$ cat src/rtl/spi_flash_cycle_ctrl.sv
module spi_flash_cycle_ctrl #(
  parameter logic [7:0] POLL_OPCODE  = 8'h05,
  parameter logic [7:0] PROG_OPCODE  = 8'h02,
  parameter logic [7:0] ERASE_OPCODE = 8'h52
) (
  input  logic        clk,
  input  logic        rst_n,
  input  logic [5:0]  reg_addr,
  input  logic        reg_we,
  input  logic [1:0]  reg_be,
  input  logic [15:0] reg_wdata,
  output logic [15:0] reg_rdata,
  output logic        smi_req,
  output logic        sclk,
  output logic        cs_n,
  output logic        mosi,
  input  logic        miso
);

  localparam logic [5:0] A_STAT = 6'd32, A_CTL = 6'd33, A_ADL = 6'd34, A_ADH = 6'd35;
  localparam logic [5:0] A_BSL = 6'd36, A_BSH = 6'd37, A_LML = 6'd38, A_LMH = 6'd39;

  typedef enum logic [2:0] {S_IDLE, S_OP, S_ADR, S_DAT, S_POLL, S_GAP} state_t;

  state_t      st;
  logic        half, polling, lock, ba, done;
  logic [2:0]  bit_i;
  logic [5:0]  byte_i;
  logic [7:0]  sh, op_q;
  logic [6:0]  rx;
  logic [15:0] ctl;
  logic [23:0] faddr, pbase, plimit;
  logic [7:0]  dbuf [64];

  wire         cip      = (st != S_IDLE);
  wire [15:0]  bemask   = {{8{reg_be[1]}}, {8{reg_be[0]}}};
  wire [15:0]  ctl_new  = (ctl & ~bemask) | (reg_wdata & bemask);
  wire         wr_prog  = reg_we && (!reg_addr[5] || reg_addr == A_CTL || reg_addr == A_ADL || reg_addr == A_ADH);
  wire         go_req   = wr_prog && !cip && reg_addr == A_CTL && reg_be[0] && reg_wdata[1];
  wire         is_mod   = (ctl_new[7:0] == PROG_OPCODE) || (ctl_new[7:0] == ERASE_OPCODE);
  wire         refuse   = go_req && lock && is_mod && faddr >= pbase && faddr <= plimit;
  wire [7:0]   rx_byte  = {rx, miso};
  wire         byte_end = half && bit_i == 3'd7;

  assign cs_n    = (st == S_IDLE) || (st == S_GAP);
  assign sclk    = !cs_n && half;
  assign mosi    = !cs_n && sh[7];
  assign smi_req = ctl[15] && done;

  always_comb begin
    reg_rdata = 16'h0000;
    if (!reg_addr[5])
      reg_rdata = {dbuf[{reg_addr[4:0], 1'b1}], dbuf[{reg_addr[4:0], 1'b0}]};
    else
      case (reg_addr)
        A_STAT:  reg_rdata = {lock, 12'h000, ba, done, cip};
        A_CTL:   reg_rdata = ctl;
        A_ADL:   reg_rdata = faddr[15:0];
        A_ADH:   reg_rdata = {8'h00, faddr[23:16]};
        A_BSL:   reg_rdata = pbase[15:0];
        A_BSH:   reg_rdata = {8'h00, pbase[23:16]};
        A_LML:   reg_rdata = plimit[15:0];
        A_LMH:   reg_rdata = {8'h00, plimit[23:16]};
        default: reg_rdata = 16'h0000;
      endcase
  end

  always_ff @(posedge clk) begin
    if (reg_we && !reg_addr[5] && !cip) begin
      if (reg_be[0]) dbuf[{reg_addr[4:0], 1'b0}] <= reg_wdata[7:0];
      if (reg_be[1]) dbuf[{reg_addr[4:0], 1'b1}] <= reg_wdata[15:8];
    end
    if (st == S_DAT && byte_end && op_q != PROG_OPCODE)
      dbuf[byte_i] <= rx_byte;
  end

  always_ff @(posedge clk or negedge rst_n) begin
    if (!rst_n) begin
      st <= S_GAP;  polling <= 1'b1;  half <= 1'b0;  bit_i <= 3'd0;  byte_i <= 6'd0;
      sh <= 8'h00;  rx <= 7'h00;  op_q <= 8'h00;  ctl <= 16'h4001;
      faddr <= '0;  pbase <= '0;  plimit <= '0;  lock <= 1'b0;  ba <= 1'b0;  done <= 1'b0;
    end else begin
      if (reg_we) begin
        if (reg_addr == A_STAT) begin
          if (reg_be[1] && reg_wdata[15]) lock <= 1'b1;
          if (reg_be[0] && reg_wdata[2])  ba   <= 1'b0;
          if (reg_be[0] && reg_wdata[1])  done <= 1'b0;
        end
        if (!lock)
          case (reg_addr)
            A_BSL:   pbase[15:0]   <= (pbase[15:0]  & ~bemask) | (reg_wdata & bemask);
            A_BSH:   if (reg_be[0]) pbase[23:16]  <= reg_wdata[7:0];
            A_LML:   plimit[15:0]  <= (plimit[15:0] & ~bemask) | (reg_wdata & bemask);
            A_LMH:   if (reg_be[0]) plimit[23:16] <= reg_wdata[7:0];
            default: ;
          endcase
        if (wr_prog && cip) ba <= 1'b1;
        else if (wr_prog)
          case (reg_addr)
            A_CTL:   ctl <= ctl_new & ~16'h0002;
            A_ADL:   faddr[15:0] <= (faddr[15:0] & ~bemask) | (reg_wdata & bemask);
            A_ADH:   if (reg_be[0]) faddr[23:16] <= reg_wdata[7:0];
            default: ;
          endcase
      end
      if (refuse) ba <= 1'b1;
      if (go_req && !refuse) begin
        st <= S_OP;  sh <= ctl_new[7:0];  op_q <= ctl_new[7:0];
        half <= 1'b0;  bit_i <= 3'd0;  byte_i <= 6'd0;
      end

      case (st)
        S_OP, S_ADR, S_DAT, S_POLL: begin
          half <= ~half;
          if (half) begin
            rx    <= rx_byte[6:0];
            sh    <= {sh[6:0], 1'b0};
            bit_i <= bit_i + 3'd1;
            if (bit_i == 3'd7)
              case (st)
                S_OP:
                  if (polling) st <= S_POLL;
                  else begin st <= S_ADR; byte_i <= 6'd0; sh <= faddr[23:16]; end
                S_ADR:
                  if (byte_i == 6'd0)      begin byte_i <= 6'd1; sh <= faddr[15:8]; end
                  else if (byte_i == 6'd1) begin byte_i <= 6'd2; sh <= faddr[7:0]; end
                  else if (ctl[14])        begin st <= S_DAT; byte_i <= 6'd0; sh <= dbuf[0]; end
                  else st <= S_GAP;
                S_DAT:
                  if (byte_i == ctl[13:8]) st <= S_GAP;
                  else begin byte_i <= byte_i + 6'd1; sh <= dbuf[byte_i + 6'd1]; end
                default: begin
                  if (!rx_byte[0]) polling <= 1'b0;
                  st <= S_GAP;
                end
              endcase
          end
        end
        S_GAP:
          if (polling) begin
            st <= S_OP;  sh <= POLL_OPCODE;  half <= 1'b0;  bit_i <= 3'd0;
          end else begin
            st <= S_IDLE;  done <= 1'b1;
          end
        default: ;
      endcase
    end
  end

  AST_DONE_HELD_IN_POLL: assert property (@(posedge clk) disable iff (!rst_n) polling |-> !done);
  AST_DONE_AT_END:       assert property (@(posedge clk) disable iff (!rst_n) $fell(cip) |-> done);
  AST_DATA_NEEDS_DC:     assert property (@(posedge clk) disable iff (!rst_n) (st == S_DAT) |-> ctl[14]);
  AST_COUNT_BOUND:       assert property (@(posedge clk) disable iff (!rst_n) (st == S_DAT) |-> byte_i <= ctl[13:8]);
  AST_ADDR_HELD_BUSY:    assert property (@(posedge clk) disable iff (!rst_n) (cip && $past(cip)) |-> $stable(faddr));
  AST_LOCK_STICKY:       assert property (@(posedge clk) disable iff (!rst_n) $past(lock) |-> lock);
  AST_CFG_FROZEN:        assert property (@(posedge clk) disable iff (!rst_n) $past(lock) |-> ($stable(pbase) && $stable(plimit)));
  AST_REFUSED_SILENT:    assert property (@(posedge clk) disable iff (!rst_n) $past(refuse) |-> cs_n);

endmodule

$ cat config.mk
export PLATFORM = sky130hd
export DESIGN_NAME = spi_flash_cycle_ctrl
export DESIGN_NICKNAME = d
export VERILOG_FILES = /design/src/rtl/spi_flash_cycle_ctrl.sv
export SDC_FILE = /design/constraint.sdc
export NUM_CORES = 1
export LEC_CHECK = 0
export BUFFER_PORTS_ARGS = -buffer_cell sky130_fd_sc_hd__buf_2
export CORE_MARGIN = 4
export CORE_UTILIZATION = 40
export CTS_BUF_LIST = sky130_fd_sc_hd__clkbuf_4
export CTS_CLUSTER_DIAMETER = 50
export DETAILED_ROUTE_END_ITERATION = 16
export GPL_ROUTABILITY_DRIVEN = 1
export SLEW_MARGIN = 5
export SYNTH_ARGS = -nofsm -noshare
export SYNTH_HDL_FRONTEND = slang
export SYNTH_SLANG_ARGS = --single-unit
$ cat constraint.sdc
create_clock -name clk -period 5.9 [get_ports clk]
set_input_delay 1.18 -clock clk [delete_from_list [all_inputs] [get_ports clk]]
set_output_delay 1.18 -clock clk [all_outputs]
set_load 0.01 [all_outputs]
-- Word level (Yosys, flattened, before mapping)
Memory sizes are Yosys's and may differ from the RTL's.
Index checks and enable logic that the tools add are counted.
- muxes and demuxes: 62
- equal/unequal tests: 19
- $lt $le $gt $ge: 2
- reductions and logical operators: 51
- bitwise operators: 15
- $add $sub $neg: 2
- operator list (operator ; count):
    $pmux 16 s8 ; 1
    $and 16x16->16 ; 5
    $mux 8 ; 10
    $or 16x16->16 ; 4
    $mux 6 ; 10
    $eq 6x6->1 const B ; 8
    $mux 3 ; 11
    $ge 24x24->1 ; 1
    $le 24x24->1 ; 1
    $pmux 8 s3 ; 1
    $logic_and 1x1->1 ; 22
    $mux 1 ; 22
    $pmux 6 s3 ; 1
    $mux 16 ; 1
    $not 16->16 ; 1
    $pmux 8 s2 ; 1
    $reduce_and 4->1 ; 4
    $pmux 3 s2 ; 2
    $reduce_and 3->1 ; 4
    $reduce_and 5->1 ; 2
    $eq 3x3->1 const B ; 3
    $pmux 3 s3 ; 1
    $reduce_bool 3->1 ; 3
    $eq 8x2->1 const B ; 1
    other kinds (19) ; 31
- logic and storage cells: 170
- bits in writable memories: 512
- input bits: 28
- memories kept: 1
- register bits: 127
- output and inout bits: 20
- memories (memory ; depth ; bits a word ; read ports ; clocked after memory_dff ; wr ports ; line ; RTL):
    dbuf ; 64 ; 8 ; 4 ; 0 ; 2 ; 33 ; logic [7:0] dbuf [64];

-- Logic depth before layout (Yosys ltp)
- depth in word-level cells: 23
- gate-level depth with buffers: 14
- depth with buffers taken out: 9

-- Worst setup path before layout
No wires, ideal clock.
- path type: input-to-output
- from: input port reg_addr[1]
- to: output port reg_rdata[10]
- path slack: 1.597 ns
- path buffers: 3
- arrival time: 3.123 ns
- data required time: 4.720 ns
- stages: 7
- cell sequence: clkbuf_1 -> clkbuf_1 -> clkbuf_1 -> mux4_2 -> mux4_2 -> mux2i_1 -> o21ai_0
- word-level cells in the longest chain between the ends: 3
- elaborated cells between the ends (all ways): 11
- classes of those cells: eq/ne: 8; mux: 2; memory: 1
- RTL lines (element ; line ; RTL):
    from (decl) ; 8 ; input logic [5:0] reg_addr,
    parallel branches: the longest is 2 deep, another holds $mem_v2 64x8 ; - ;
    $mux 16 (*) ; 52 ; if (!reg_addr[5])
    to (decl) ; 12 ; output logic [15:0] reg_rdata,
Every way passes the cells marked *.

-- Worst setup path after layout
- from: input port reg_addr[0]
- to: output port reg_rdata[0]
The elaborated chain is that of the path after synthesis.

==> results.toml <==
[status]
outcome = "finished, final reports clean"

[timing]
tightest_slew_ps = 1320
drv_slew = 0
fin_crit_ps = 5400
finalHoldViolCount = 0
min_period_over_period = 0.915
rsz0062_at_grt = "false"
setup-tns-final_ps = 0
finalSetupViolCount = 0
fin_skew_ps = 84.8
slew_headroom = 0.114
max_freq_ghz = 0.185

[pwr]
swShare = 0.267
leakagePower_nw = 15.0
power_frac_comb = 0.092
p_int_w = 0.00740
switchingPower_w = 0.00270
p_per_area_nw_per_um2 = 237
total_power_w = 0.0101
pwr-share-seq = 0.497
max-vdd-ir-drop_uv = 115
clockPowerShare = 0.411

[placed_design]
port-buffer-count = 47
place_area_um2 = 40300
dpl.hpwl_um = 100000
place_congestion = 1.01

[layout]
design_area_um2 = 42600
synthToLayoutAreaGrowth_pct = 10.3
fill_cells = 8456
drive_gt1_frac = 0.496
finalNetCount = 2810

[grt]
overflow = 0
grt_antenna_before_repair = 16
grt_pass1_wl_um = 210000
grt_pass1_vias = 27600
grt_max_degree = 75
globalRouteTotalUtil = 0.290

[logic_synthesis]
syn-cell-area_um2 = 38600
synth_common_cells = "567 x mux2_2, 512 x edfxtp_1, 324 x mux4_2"
synth_top_area_share = 0.398
synth_edf_count = 512
synth_area_leaders = "edfxtp_1 40%, mux4_2 19%, mux2_2 17%, dfrtp_1 7.9%, ha_1 1.7%"
syn_avg_cell_area_um2 = 14.6
synth_top_cell_by_area = "edfxtp_1"
async_flop_share = 0.199
syn-instance-count = 2649
synthFlopType = "edfxtp_1"
ys_warn_count = 0
synthesis.nets = 2730
yosysSeqAreaShare = 0.480
synth.most_common_cell = "mux2_2"
synthDistinctLibCells = 83
ys_ff_latch = 639

[worst_setup_path]
r2r_start = "byte_i[0]$_DFF_PN0_"
reg2regPathDepth = 9
cp.required_ps = 4720
worstPathArrival_ps = 4220
crit_family = "multiplexers"
endpoint_kind = "output pin"
critPathMaxStageDelay_ps = 550
crit_slowest_cell = "mux4_2"
startpoint_type = "input port"
r2r_slack_ps = 1580
cp_cell_sequence = "buf_8 -> buf_12 -> mux4_2 -> mux4_2 -> mux2i_1 -> o211ai_1 -> buf_2"
cp_common_cell = "mux4_2"
reg2reg_to = "sh[0]$_DFF_PN0_"
critical_path_class = "input port to output pin"
cp.buffers_inverters = 3
cp_max_fo = 55

[route]
detail_route.wl_per_cell_um = 36.2
avgViaCountPerCell = 6.82
drtPass1Iterations = 6
wl_met2_um = 65500
drt_iter0_drc = 4869
ant_nets = 0
route.detailed.drc = 0
top_layer_used = "met5"
wl_met1_um = 55400
wl_met3_um = 19600
drt_wl_total_um = 150000
vias = 28300

[cts]
cts_tree = "built"
cts_buffer_depth = 3
worstSkewPairLatency_ps = 1070
ctsHoldBuffers = 0
cts_resized = 0
cts_htree_levels = 4
root_buffer = "clkbuf_4"
path_clk_slew_ps = 80
cts_buffers = 176
cts.sinks = 639
cts_setup_buffers = 0

[floorplanning]
core_um2 = 95400
rows = 113
initial_core_util = 0.405
ioPinCount = 48
die_y_um = 319
die_x_um = 319
dieArea_um2 = 102000

[run]
maxCapViolations = 0

[min_path]
hp-class = "input port to asynchronous set/reset pin"
-- per-layer routing --
metal,vias to the layer above,GRT usage
li1,10800,-
met4,6,0.158
met1,14500,0.388
met2,2471,0.427
met5,-,0
met3,448,0.0829
-- final cells by class --
class,count,area [um2],share of cell area
Antenna cell,6,15.0,0.000352
Clock buffer,263,1970,0.0463
Clock inverter,55,300,0.00704
Inverter,71,267,0.00625
Multi-Input combinational cell,1689,18800,0.442
Sequential cell,639,18600,0.436
Tap cell,1265,1580,0.0371
Timing Repair Buffer,152,1090,0.0256
-- registers in the layout, summed over array words and instances (netlist names), named ones only --
name     cells
faddr        8
polling      1
bit_i        3
done         1
op_q         8
pbase        8
ba           1
plimit       8
ctl          7
sh           8
rx           7
half         1
lock         1
byte_i       6
st           3
dbuf       512
-- placed cells by master (no fill, tap or decap), drive strengths merged, types with 5 or more instances in the layout --
master,synthesis,layout
a211oi,5,5
a21o,15,15
a21oi,49,49
a221oi,10,10
a22o,15,15
a32o,6,6
and2,5,5
and3,16,16
buf,77,152
clkbuf,173,263
clkinv,0,43
dfrtp,122,122
dfstp,5,5
diode,0,6
edfxtp,512,512
ha,53,53
inv,71,80
mux2,572,572
mux2i,29,29
mux4,324,324
nand2,182,182
nand2b,8,8
nand3,27,27
nand4,15,15
nor2,68,68
nor2b,13,13
nor3,18,18
nor4,7,7
o2111ai,7,7
o211ai,16,16
o21ai,134,134
o22ai,28,28
or3,6,6
xor2,9,9
-- worst reg2reg max path: stages (launching register included) --
cell and delay [ps]:
dfrtp_4 710, inv_2 190, ha_4 800, buf_12 400, mux4_2 650, mux4_2 590, nand3_1 140, nand4_1 220
a211oi_1 350, o211ai_1 140
-- per-stage QoR --
| step | util | setup slack (ps) | hold WS, ps | cells |
|---|---|---|---|---|
| after global placement | 0.423 | 620 | 441 | 3815 |
| final | 0.447 | 501 | 209 | 4140 |
| after floorplan | - | 1600 | 425 | 2649 |
| after detailed placement | 0.423 | 582 | 460 | 3816 |
| after global routing | 0.447 | 503 | 238 | 4136 |
| after CTS | 0.446 | 582 | 142 | 4134 |
-- power by group through the flow --
stage	combinational, W	sequential (W)	clock (W)
after floorplan	0.000578	0.00505	0
after global placement	0.000877	0.00511	0
after detailed placement	0.000904	0.00511	0
after CTS	0.000907	0.00502	0.00421
after global routing	0.000972	0.00502	0.00445
final	0.000932	0.00502	0.00415
-- worst max path at each step --
stage / start / endpoint / slack (ps) / cells after the start
after floorplan: reg_addr[1] / reg_rdata[10] / 1600 / 7
after global placement: reg_addr[0] / reg_rdata[0] / 620 / 7
after detailed placement: reg_addr[0] / reg_rdata[0] / 580 / 7
after CTS: reg_addr[0] / reg_rdata[0] / 580 / 7
after global routing: reg_addr[0] / reg_rdata[0] / 500 / 7
final: reg_addr[0] / reg_rdata[0] / 500 / 7
-- cells by family (layout without fill, tap and decap cells) --
group	Yosys count	count (layout)	synth area share
adders and majority gates	53	53	0.0172
buffers and inverters	321	541	0.0341
muxes	925	925	0.363
AOI/OAI and AO/OA	316	316	0.0520
other	0	6	0
and+or+nand+nor	382	382	0.0504
DFF	639	639	0.480
xor gates and xnor gates	13	13	0.00295
Note: power is estimated with default switching activity, not from simulation.
